`src/rtl/sa_cache_pkg.sv`:
```
package sa_cache_pkg;
  localparam int NUM_WAYS = 2;
  typedef enum logic {ST_IDLE, ST_FILL} fill_state_e;
endpackage

```
`src/rtl/sa_cache_way.sv`:
```
module sa_cache_way #(
  parameter int TAG_W  = 26,
  parameter int SET_W  = 2,
  parameter int WOFF_W = 2,
  parameter int DATA_W = 32
) (
  input  logic              clk_i,
  input  logic              rst_ni,
  input  logic [SET_W-1:0]  rd_set_i,
  input  logic [WOFF_W-1:0] rd_word_i,
  input  logic [TAG_W-1:0]  cmp_tag_i,
  output logic              hit_o,
  output logic              valid_o,
  output logic [DATA_W-1:0] rdata_o,
  input  logic              wr_en_i,
  input  logic [SET_W-1:0]  wr_set_i,
  input  logic [WOFF_W-1:0] wr_word_i,
  input  logic [DATA_W-1:0] wr_data_i,
  input  logic              commit_i,
  input  logic [TAG_W-1:0]  commit_tag_i
);
  localparam int SETS  = 1 << SET_W;
  localparam int WORDS = 1 << WOFF_W;

  logic [SETS-1:0]   valid_q;
  logic [TAG_W-1:0]  tag_q  [SETS];
  logic [DATA_W-1:0] data_q [SETS][WORDS];

  always_ff @(posedge clk_i or negedge rst_ni) begin
    if (!rst_ni) valid_q <= '0;
    else if (commit_i) valid_q[wr_set_i] <= 1'b1;
  end

  always_ff @(posedge clk_i) begin
    if (commit_i) tag_q[wr_set_i] <= commit_tag_i;
  end

  always_ff @(posedge clk_i) begin
    if (wr_en_i) data_q[wr_set_i][wr_word_i] <= wr_data_i;
  end

  always_comb begin
    valid_o = valid_q[rd_set_i];
    hit_o   = valid_o && (tag_q[rd_set_i] == cmp_tag_i);
    rdata_o = data_q[rd_set_i][rd_word_i];
  end
endmodule

```
`src/rtl/sa_cache_lru.sv`:
```
module sa_cache_lru #(
  parameter int SET_W = 2
) (
  input  logic             clk_i,
  input  logic             rst_ni,
  input  logic [SET_W-1:0] rd_set_i,
  output logic             repl_way_o,
  input  logic             touch_en_i,
  input  logic [SET_W-1:0] touch_set_i,
  input  logic             touch_way_i
);
  localparam int SETS = 1 << SET_W;

  // each bit names the way to replace next in its set
  logic [SETS-1:0] repl_q;

  always_ff @(posedge clk_i or negedge rst_ni) begin
    if (!rst_ni) repl_q <= '0;
    else if (touch_en_i) repl_q[touch_set_i] <= ~touch_way_i;
  end

  assign repl_way_o = repl_q[rd_set_i];
endmodule

```
`src/rtl/sa_cache_ctrl.sv`:
```
module sa_cache_ctrl
  import sa_cache_pkg::*;
#(
  parameter int LINE_W = 28,
  parameter int WOFF_W = 2,
  parameter int BYTE_W = 2
) (
  input  logic                            clk_i,
  input  logic                            rst_ni,
  input  logic                            req_i,
  input  logic                            lookup_hit_i,
  input  logic [LINE_W-1:0]               line_i,
  input  logic                            victim_i,
  input  logic                            mem_ack_i,
  output logic                            stall_o,
  output logic                            resp_o,
  output logic                            mem_req_o,
  output logic [LINE_W+WOFF_W+BYTE_W-1:0] mem_addr_o,
  output logic                            wr_en_o,
  output logic [WOFF_W-1:0]               wr_word_o,
  output logic                            commit_o,
  output logic [LINE_W-1:0]               fill_line_o,
  output logic                            fill_way_o
);
  localparam logic [WOFF_W-1:0] LAST_WORD = '1;

  fill_state_e       state_q;
  logic [WOFF_W-1:0] cnt_q;
  logic [LINE_W-1:0] line_q;
  logic              way_q;
  logic              in_fill;
  logic              start_fill;

  assign in_fill    = (state_q == ST_FILL);
  assign start_fill = !in_fill && req_i && !lookup_hit_i;

  always_ff @(posedge clk_i or negedge rst_ni) begin
    if (!rst_ni) begin
      state_q <= ST_IDLE;
      cnt_q   <= '0;
      line_q  <= '0;
      way_q   <= 1'b0;
    end else if (start_fill) begin
      state_q <= ST_FILL;
      cnt_q   <= '0;
      line_q  <= line_i;
      way_q   <= victim_i;
    end else if (in_fill && mem_ack_i) begin
      cnt_q <= cnt_q + 1'b1;
      if (cnt_q == LAST_WORD) state_q <= ST_IDLE;
    end
  end

  always_comb begin
    stall_o     = in_fill || (req_i && !lookup_hit_i);
    resp_o      = !in_fill && req_i && lookup_hit_i;
    mem_req_o   = in_fill;
    mem_addr_o  = {line_q, cnt_q, {BYTE_W{1'b0}}};
    wr_en_o     = in_fill && mem_ack_i;
    wr_word_o   = cnt_q;
    commit_o    = wr_en_o && (cnt_q == LAST_WORD);
    fill_line_o = line_q;
    fill_way_o  = way_q;
  end
endmodule

```
`src/rtl/sa_cache.sv`:
```
module sa_cache
  import sa_cache_pkg::*;
#(
  parameter int ADDR_W     = 32,
  parameter int DATA_W     = 32,
  parameter int SET_W      = 2,
  parameter int LINE_WORDS = 4
) (
  input  logic              clk_i,
  input  logic              rst_ni,
  input  logic              req_i,
  input  logic [ADDR_W-1:0] addr_i,
  output logic              stall_o,
  output logic              resp_o,
  output logic [DATA_W-1:0] rdata_o,
  output logic              mem_req_o,
  output logic [ADDR_W-1:0] mem_addr_o,
  input  logic              mem_ack_i,
  input  logic [DATA_W-1:0] mem_rdata_i
);
  localparam int BYTE_W = $clog2(DATA_W / 8);
  localparam int WOFF_W = $clog2(LINE_WORDS);
  localparam int LINE_W = ADDR_W - WOFF_W - BYTE_W;
  localparam int TAG_W  = LINE_W - SET_W;

  logic [LINE_W-1:0] req_line;
  logic [SET_W-1:0]  req_set;
  logic [TAG_W-1:0]  req_tag;
  logic [WOFF_W-1:0] req_word;
  logic              unused_byte_bits;

  assign req_line         = addr_i[ADDR_W-1 -: LINE_W];
  assign req_set          = req_line[SET_W-1:0];
  assign req_tag          = req_line[LINE_W-1 -: TAG_W];
  assign req_word         = addr_i[BYTE_W +: WOFF_W];
  assign unused_byte_bits = ^addr_i[BYTE_W-1:0];

  logic [NUM_WAYS-1:0] way_hit;
  logic [NUM_WAYS-1:0] way_valid;
  logic [DATA_W-1:0]   way_rdata [NUM_WAYS];

  logic              wr_en, commit, fill_way, repl_way, victim;
  logic [WOFF_W-1:0] wr_word;
  logic [LINE_W-1:0] fill_line;
  logic [SET_W-1:0]  fill_set;
  logic [TAG_W-1:0]  fill_tag;

  assign fill_set = fill_line[SET_W-1:0];
  assign fill_tag = fill_line[LINE_W-1 -: TAG_W];

  for (genvar w = 0; w < NUM_WAYS; w++) begin : g_way
    sa_cache_way #(
      .TAG_W (TAG_W),
      .SET_W (SET_W),
      .WOFF_W(WOFF_W),
      .DATA_W(DATA_W)
    ) u_way (
      .clk_i       (clk_i),
      .rst_ni      (rst_ni),
      .rd_set_i    (req_set),
      .rd_word_i   (req_word),
      .cmp_tag_i   (req_tag),
      .hit_o       (way_hit[w]),
      .valid_o     (way_valid[w]),
      .rdata_o     (way_rdata[w]),
      .wr_en_i     (wr_en && (fill_way == 1'(w))),
      .wr_set_i    (fill_set),
      .wr_word_i   (wr_word),
      .wr_data_i   (mem_rdata_i),
      .commit_i    (commit && (fill_way == 1'(w))),
      .commit_tag_i(fill_tag)
    );
  end

  // empty way first, way 0 before way 1, then the replacement bit
  assign victim  = !way_valid[0] ? 1'b0 : (!way_valid[1] ? 1'b1 : repl_way);
  assign rdata_o = way_hit[1] ? way_rdata[1] : way_rdata[0];

  sa_cache_lru #(.SET_W(SET_W)) u_lru (
    .clk_i      (clk_i),
    .rst_ni     (rst_ni),
    .rd_set_i   (req_set),
    .repl_way_o (repl_way),
    .touch_en_i (resp_o || commit),
    .touch_set_i(commit ? fill_set : req_set),
    .touch_way_i(commit ? fill_way : way_hit[1])
  );

  sa_cache_ctrl #(
    .LINE_W(LINE_W),
    .WOFF_W(WOFF_W),
    .BYTE_W(BYTE_W)
  ) u_ctrl (
    .clk_i       (clk_i),
    .rst_ni      (rst_ni),
    .req_i       (req_i),
    .lookup_hit_i(|way_hit),
    .line_i      (req_line),
    .victim_i    (victim),
    .mem_ack_i   (mem_ack_i),
    .stall_o     (stall_o),
    .resp_o      (resp_o),
    .mem_req_o   (mem_req_o),
    .mem_addr_o  (mem_addr_o),
    .wr_en_o     (wr_en),
    .wr_word_o   (wr_word),
    .commit_o    (commit),
    .fill_line_o (fill_line),
    .fill_way_o  (fill_way)
  );
endmodule

```
`config.mk`:
```
export PLATFORM = sky130hd
export DESIGN_NAME = sa_cache
export DESIGN_NICKNAME = d
export VERILOG_FILES = /design/src/rtl/sa_cache_pkg.sv /design/src/rtl/sa_cache_way.sv /design/src/rtl/sa_cache_lru.sv /design/src/rtl/sa_cache_ctrl.sv /design/src/rtl/sa_cache.sv
export SDC_FILE = /design/constraint.sdc
export NUM_CORES = 1
export LEC_CHECK = 0
export CORE_UTILIZATION = 50
export CTS_BUF_LIST = sky130_fd_sc_hd__clkbuf_8
export DETAILED_ROUTE_END_ITERATION = 16
export PLACE_DENSITY = 0.67
export SYNTH_ARGS = -nofsm -noshare
export SYNTH_HDL_FRONTEND = slang
export SYNTH_SLANG_ARGS = --single-unit
```
`constraint.sdc`:
```
create_clock -name clk_i -period 5.2 [get_ports clk_i]
set_clock_uncertainty 0.05 [all_clocks]
set_input_delay 1.04 -clock clk_i [delete_from_list [all_inputs] [get_ports clk_i]]
set_output_delay 1.04 -clock clk_i [all_outputs]
set_load 0.03 [all_outputs]
```
* Word-level counts from Yosys, hierarchy flattened *
Memories as Yosys holds them, arrays and structs flattened.
Index checks and enable logic that the tools add are counted.

word-level totals
  word-level logic and storage cells = 89
  latch bits = 0
  RAM bits = 1232
  register bits after elaboration = 44
  bits in read-only memories = 0
  input bits = 68
  memories = 4

memory list
  memory                 depth  width  read ports  clocked after Yosys merged registers in  wr ports  line                RTL
  g_way[0].u_way.data_q  4      128    1           0                                        1         sa_cache_way.sv:27  logic [DATA_W-1:0] data_q [SETS][WORDS];
  g_way[1].u_way.data_q  4      128    1           0                                        1         sa_cache_way.sv:27
  g_way[0].u_way.tag_q   4      26     1           0                                        1         sa_cache_way.sv:26  logic [TAG_W-1:0] tag_q [SETS];
  g_way[1].u_way.tag_q   4      26     1           0                                        1         sa_cache_way.sv:26

operators by class
  reduce and logical (&&, ||, !) cells = 23
  div/mod/pow operators = 0
  $mul = 0
  $add $sub $neg = 1
  $lt $le $gt $ge = 8
  shift-type cells = 0
  equal/unequal tests = 3
  multiplexer cells = 37
  bitwise gates (word level) = 6

operators with widths
  kind                 number
  $mux 128             2
  $mux 32              6
  $bmux 32 s2          2
  $demux 32 s2         1
  $eq 26x26->1         2
  $mux 1               17
  $logic_and 1x1->1    15
  $lt 2x3->1 const B   3
  $or 4x4->4           2
  $bmux 1 s2           3
  $ge 3x3->1 const B   2
  $mux 2               3
  $not 2->3            2
  $bwmux 4             1
  $demux 1 s2          2
  $ge 2x1->1 const B   2
  $reduce_bool 2->1    2
  $lt 3x1->1 const B   1
  $add 2x1->2 const B  1
  $eq 2x2->1 const B   1
  $logic_not 1->1      2
  $logic_or 1x1->1     2
  $not 1->1            2
  $reduce_and 2->1     1
  $reduce_or 2->1      1

* Logic depth before layout (Yosys ltp) *
Gate-level depths: netlist (run 1).

  depth after elaboration = 8
  gate-level depth with buffers = 13
  depth with buffers taken out = 8

* Modules after synthesis *
A second synthesis (run 1) with hierarchy kept.

unflattened totals
  cell total of the unflattened synthesis = 2081
  area total of the unflattened synthesis = 49686.4 µm²

modules (own cells, without submodules)
  module                         cells each  area an instance (µm²)  times used  seq. area each (µm²)
  sa_cache_way (g_way[1].u_way)  958         23699.0                 1           18597.8
  sa_cache_way (g_way[0].u_way)  947         23603.9                 1           18597.8
  sa_cache_ctrl                  112         1559.0                  1           800.8
  sa_cache                       47          619.3                   1           0.0
  sa_cache_lru                   17          205.2                   1           100.1

* Worst setup path after synthesis (run 1) *
OpenSTA, ideal clock, no wires.

  path kind = input port to output port
  start point = in addr_i[4]
  end point = out rdata_o[10]
  data required time = 4.110 ns
  path slack = 0.384 ns
  buffers on the path = 4
  stages on the path = 11
  arrival time = 3.726 ns
  path through = buf_4 buf_4 mux4_2 xnor2_1 o2111ai_1 nor3_2 buf_2 clkbuf_1 o211ai_1 nor3b_1 mux2i_1

between the ends
  word-level cells in the longest chain between the ends = 5
  elaborated cells between the ends (all ways) = 14

RTL lines
  what                                         line                RTL
  start, declared                              sa_cache.sv:12      input logic [ADDR_W-1:0] addr_i,
  $mem_v2 4x128                                n/a
  $bmux 32 s2                                  sa_cache_way.sv:45  rdata_o = data_q[rd_set_i][rd_word_i];
  $mux 32 (implied by the code) (2 in series)  sa_cache_way.sv:45
  $mux 32 (*)                                  sa_cache.sv:77      assign rdata_o = way_hit[1] ? way_rdata[1] : way_rdata[0];
  end, declared                                sa_cache.sv:15      output logic [DATA_W-1:0] rdata_o,

Every way passes the cells marked *; elsewhere a longest branch is shown, timed or not. The select of a mux whose other input is x is not followed.

* Worst setup path in the final report (run 1) *
  start point = in addr_i[5]
  end point = out rdata_o[28]

The elaborated chain is that of the path after synthesis.

==> results of run 1 <==
-- sequential cells by signal, summed over array words and instances (netlist names) --
name	count
g_way.u_way.data_q	1024
g_way.u_way.tag_q	208
g_way.u_way.valid_q	8
u_ctrl.fill_line_o	28
u_ctrl.fill_way_o	1
u_ctrl.mem_req_o	1
u_ctrl.wr_word_o	2
u_lru.repl_q	4
-- path summary, 6_finish.rpt --
check	startpoint	endpoint	slack, ns	cells past startpoint
setup / recovery	addr_i[5]	rdata_o[28]	0.06	14
hold / removal	rst_ni	u_ctrl.fill_line_o[11]	0.25	2
setup reg to reg	g_way[0].u_way.tag_q[3][25]	u_ctrl.fill_line_o[3]	1.83	9
hold reg to reg	g_way[1].u_way.valid_q[2]	g_way[1].u_way.valid_q[2]	0.42	1
max in group asynchronous	rst_ni	u_ctrl.fill_line_o[1]	4.35	2
min in group clk_i	g_way[1].u_way.valid_q[2]	g_way[1].u_way.valid_q[2]	0.42	1
-- per-stage QoR --
step / TNS [ns] / power [mW] / std cells
final: 0 / 23.20 / 4430
after global routing: -0.3209 / 24.03 / 4430
after detailed placement: -1.642 / 15.78 / 4072
after floorplan: 0 / 14.25 / 2594
after CTS: -0.05850 / 23.36 / 4425
after global placement: -2.530 / 15.65 / 4072
-- cell type report --
| class | instances | share of cell area |
|---|---|---|
| diodes | 2 | 0.00008387 |
| clock buffers | 207 | 0.04774 |
| clock inverters | 137 | 0.01162 |
| inverters | 5 | 0.0003145 |
| multi-input cells | 1147 | 0.2132 |
| flip-flops and latches | 1276 | 0.6384 |
| well taps | 1357 | 0.02845 |
| repair buffers | 299 | 0.06024 |
-- kinds of logic after synthesis --
kind of cell / share of synthesized area
flops: 0.7457
simple gates: 0.04898
mux: 0.1509
compound gates: 0.03034
buf+inv: 0.01587
xor+xnor: 0.007200
fa+ha+maj: 0.0009796
other cells: 0.00007340
-- what timing repair did --
action / in CTS / in global routing
resized for setup: 46 / 31
pin swaps: 4 / 7
gates cloned: 4 / 2
hold buffers: 0 / 0
buffers inserted: 5 / 1
setup endpoints to repair: 32 / 32
-- worst max-delay path, cell delays in order --
cell and delay (ns):
buf_12 0.16, buf_6 0.23, mux2i_1 0.24, o21ai_0 0.27
a211oi_2 0.28, o22ai_2 0.14, nor4_4 0.31, buf_4 0.22
buf_16 0.18, buf_4 0.16, a21oi_1 0.06, nor3b_1 0.38
mux2i_4 0.17, buf_12 0.18
-- layer usage --
| layer | track usage | vias to the layer above |
|---|---|---|
| li1 | - | 11181 |
| met1 | 0.3263 | 13835 |
| met2 | 0.3819 | 989 |
| met3 | 0.04269 | 199 |
| met4 | 0.07312 | 0 |
| met5 | 0 | - |
-- report_power, final --
| group | switching [mW] | internal (mW) | total (mW) |
|---|---|---|---|
| sequential | 0.444 | 12.2 | 12.7 |
| combinational | 1.77 | 1.16 | 2.93 |
| clock | 3.79 | 3.82 | 7.61 |
-- placed cells by master (no fill, tap or decap), types with 15 or more instances in the layout --
cell type and instances:
nor3b_2 17, xor2_1 15, mux2i_1 81, buf_4 112, dfrtp_1 44, mux4_2 284
nor2_4 28, clkbuf_8 207, nor3b_1 47, edfxtp_1 1232, xnor2_1 26, mux2_1 27
o211ai_1 64, clkdlybuf4s50_1 89, and2_1 65, a21oi_1 133, inv_1 73, nor2b_1 67
nand2b_1 68, clkinv_1 38, buf_12 75, clkinv_2 15, nand2_1 80
==> results.json, run 1 <==
{
  "cts_root_buf": "clkbuf_8",
  "layout_setup_ws_ns": 0.05851,
  "fin_area_sq_um": 59680,
  "final_core_util": 0.5925,
  "multi_input_area_sq_um": 12720,
  "dieHeight_um": 321.7,
  "clkTransAtPathRegs_ns": 0.06,
  "drt_iter0_markers": 2706,
  "vias": 26204,
  "synth_seq_cells": 1276,
  "cp_max_fo": 17,
  "hold_violations": 0,
  "synth_top_cell_by_area": "edfxtp_1",
  "num_rows": 116,
  "syn_avg_cell_area_sq_um": 19.70,
  "drc": 0,
  "core_area_sq_um": 100700,
  "drt_first_pass_iters": 8,
  "power_density_nw_per_um2": 388.8,
  "syn_inst": 2593,
  "synth_area_leaders": "edfxtp_1 72%, mux4_2 13%, dfrtp_1 2.2%, mux2i_1 1.8%, a21oi_1 1.3%",
  "clkLatencyLatePin_ns": 0.88,
  "grt_pass1_vias": 27203,
  "overflow": 0,
  "cts_buffers": 197,
  "tightest_slew_ns": 1.211,
  "initial_core_util": 0.5072,
  "holdWs_ns": 0.2464,
  "wl_met1_mm": 49.67,
  "ir_drop_v": 0.0003170,
  "htree_levels": 4,
  "cts_sinks": 1276,
  "hpwl_mm": 65.32,
  "post_dp_cell_area_sq_um": 55550,
  "status": "finished, final reports clean",
  "grt.total_usage": 0.2354,
  "synth_top_area_share": 0.7241,
  "finalCriticalPeriod_ns": 5.141,
  "fillers": 7299,
  "nets": 2998,
  "ant_nets": 0,
  "dp_slack_ns": -0.1462,
  "end_kind": "primary output",
  "port-buffer-count": 130,
  "async_flop_share": 0.03448,
  "finalMaxSlewViolations": 0,
  "via_per_inst": 5.915,
  "ff_latch_area_sq_um": 38100,
  "synth_cell_types": 51,
  "required_ns": 4.11,
  "hold_class": "in -> async",
  "antenna_found_initial": 3,
  "crit_arrival_ns": 4.05,
  "maxCapViolations": 0,
  "pin_count": 135,
  "yosysMostFrequentCell": "edfxtp_1",
  "dieArea_sq_um": 103500,
  "period_share": 0.9887,
  "route.met3.wl_mm": 7.947,
  "place.gp.congestion": 0.8107,
  "grt_pass1_wl_mm": 176.9,
  "start_kind": "input port",
  "die_w_um": 321.7,
  "max_freq_mhz": 194.5,
  "path_class": "in -> out",
  "grt_max_degree": 144,
  "clockBufferDepth": 3,
  "relSlewSlack": 0.1898,
  "layout-drive-gt1-share": 0.2719,
  "topRoutingLayerUsed": "met4",
  "ys_warn_count": 0,
  "synth_edf_count": 1232,
  "leakage_nw": 19.52,
  "routed_wl_mm": 119.6,
  "ys_seq_area_frac": 0.7457,
  "wl_per_cell_um": 27.00,
  "ys.flop_type": "edfxtp_1",
  "dr_wl_met2_mm": 59.36,
  "cts_tree": "done",
  "syn_to_final_growth_pct": 16.81,
  "synthTopCellsByCount": "1232 x edfxtp_1, 284 x mux4_2, 133 x a21oi_1",
  "synth_area_sq_um": 51090,
  "finalSetupViolations": 0
}
No activity file was read; power rests on OpenSTA's default activity.
==> run 2, diff against run 1 <==
--- a/config.mk
+++ b/config.mk
@@ -5,6 +5,7 @@
 export SDC_FILE = /design/constraint.sdc
 export NUM_CORES = 1
 export LEC_CHECK = 0
+export CORE_MARGIN = 5
 export CORE_UTILIZATION = 50
 export CTS_BUF_LIST = sky130_fd_sc_hd__clkbuf_8
 export DETAILED_ROUTE_END_ITERATION = 16
==> results.json, run 2 (same netlist as run 1, synthesis figures left out) <==
{
  "hpwl_mm": 67.12,
  "finalSetupViolations": 0,
  "end_kind": "primary output",
  "cp_max_fo": 5,
  "drt_first_pass_iters": 5,
  "regMostFlops": "g_way.u_way.data_q",
  "power_density_nw_per_um2": 388.3,
  "overflow": 0,
  "grt.total_usage": 0.2212,
  "rr_endpoint": "u_ctrl.fill_line_o[20]",
  "setup_tns_ns": 0,
  "dp.cells": 4085,
  "via_per_inst": 5.904,
  "path_class": "in -> out",
  "rrSetupSlack_ns": 1.52,
  "cts_buffers": 200,
  "cts_root_buf": "clkbuf_8",
  "place.gp.congestion": 0.8391,
  "final_cell_mix": "1232 x edfxtp_1, 284 x mux4_2, 202 x clkbuf_8",
  "dieArea_sq_um": 108700,
  "rsz0062_at_grt": "yes",
  "fin_area_sq_um": 60110,
  "grt_pass1_wl_mm": 176.9,
  "ff_latch_area_sq_um": 38100,
  "routed_wl_mm": 122.8,
  "layout_setup_ws_ns": 0.01027,
  "pin_count": 135,
  "layout-drive-gt1-share": 0.2800,
  "leakage_nw": 19.78,
  "relSlewSlack": 0.2089,
  "ant_nets": 0,
  "num_rows": 117,
  "die_w_um": 329.7,
  "nets": 3025,
  "hold_class": "in -> async",
  "cts_sinks": 1276,
  "period_share": 0.9980,
  "start_kind": "input port",
  "dp_slack_ns": -0.2627,
  "htree_levels": 4,
  "cts_tree": "done",
  "rr_startpoint": "g_way[1].u_way.tag_q[3][12]",
  "maxCapViolations": 0,
  "finalMaxSlewViolations": 0,
  "ir_drop_v": 0.0002632,
  "drc": 0,
  "clkTransAtPathRegs_ns": 0.06,
  "antenna_found_initial": 3,
  "core_area_sq_um": 101600,
  "largest_reg_flops": 1024,
  "tightest_slew_ns": 1.183,
  "dieHeight_um": 329.7,
  "wl_per_cell_um": 27.34,
  "vias": 26516,
  "syn_to_final_growth_pct": 17.66,
  "grt_max_degree": 70,
  "crit_arrival_ns": 4.10,
  "port-buffer-count": 130,
  "max_freq_mhz": 192.7,
  "multi_input_area_sq_um": 12780,
  "final_cells": 4491,
  "status": "finished, final reports clean",
  "required_ns": 4.11,
  "grt_pass1_vias": 27104,
  "fillers": 7292,
  "post_dp_cell_area_sq_um": 55510,
  "finalCriticalPeriod_ns": 5.190,
  "clkLatencyLatePin_ns": 0.87,
  "clockBufferDepth": 3,
  "holdWs_ns": 0.2519,
  "layout_commonest_cell": "edfxtp_1",
  "initial_core_util": 0.5029,
  "drt_iter0_markers": 2756,
  "hold_violations": 0,
  "rr_worst_depth": 14
}
-- run 2: cell types whose count changed in the layout (fill, tap and decap cells not counted), sizes merged --
cell	delta
clkbuf	+2
clkinv	+21
clkinvlp	+1
inv	+9
bufbuf	+1
dlygate4sd2	+1
dlymetal6s2s	-1
buf	+16
-- run 2: worst max path at each step --
| stage | startpoint | end | cells past startpoint |
|---|---|---|---|
| floorplan | addr_i[4] | rdata_o[10] | 11 |
| global placement | addr_i[5] | rdata_o[22] | 15 |
| detailed placement | addr_i[5] | rdata_o[22] | 15 |
| CTS | g_way[1].u_way.tag_q[3][23] | rdata_o[29] | 13 |
| global route | g_way[1].u_way.tag_q[3][12] | rdata_o[28] | 13 |
| finish | addr_i[9] | rdata_o[27] | 13 |
-- run 2: worst max-delay path: stages --
cell,delay [ns]
clkdlybuf4s50_1,0.58
xnor2_1,0.14
a2111oi_2,0.38
o22ai_1,0.19
nor4_4,0.29
buf_6,0.16
buf_12,0.12
clkbuf_16,0.17
o211ai_1,0.12
nor3b_2,0.18
buf_4,0.14
mux2i_1,0.33
buf_4,0.24
-- run 2: layer usage --
layer  wire (um)  track usage  vias to the layer above
met1       50090       0.3150                    13942
met4        3075      0.06542                        2
met2       60780       0.3563                     1107
met5          13            0                        -
met3        8835      0.04051                      191
li1            -            -                    11274
-- run 2: stage by stage --
step / utilization / total power [mW]
finish: 0.5917 / 23.34
global route: 0.5917 / 24.22
CTS: 0.5838 / 23.49
detailed placement: 0.5464 / 15.79
global placement: 0.5464 / 15.67
floorplan: - / 14.25
-- run 2: power breakdown --
group          leakage, nW  total, mW  internal [mW]  switching (mW)
Combinational         6.01       2.94           1.15            1.78
Sequential            11.6       12.7           12.2           0.460
Clock                 2.13       7.72           3.80            3.92
-- run 2: area by class of cell --
type                    count  share of cell area
flip-flops and latches   1276              0.6338
multi-input cells        1147              0.2126
repair buffers            323             0.06427
clock buffers             202             0.04625
well taps                1368             0.02847
clock inverters           168             0.01428
inverters                   5           0.0003122
diodes                      2          0.00008326
-- run 2: repair_timing --
item                                   4_1_cts  5_1_grt
resized for setup                           28       67
pin swaps                                    2        8
cloned                                       1       14
hold buffers                                 0        0
setup endpoints to repair                   28       34
setup buffers                                2       18
endpoints found under the hold margin        0        0
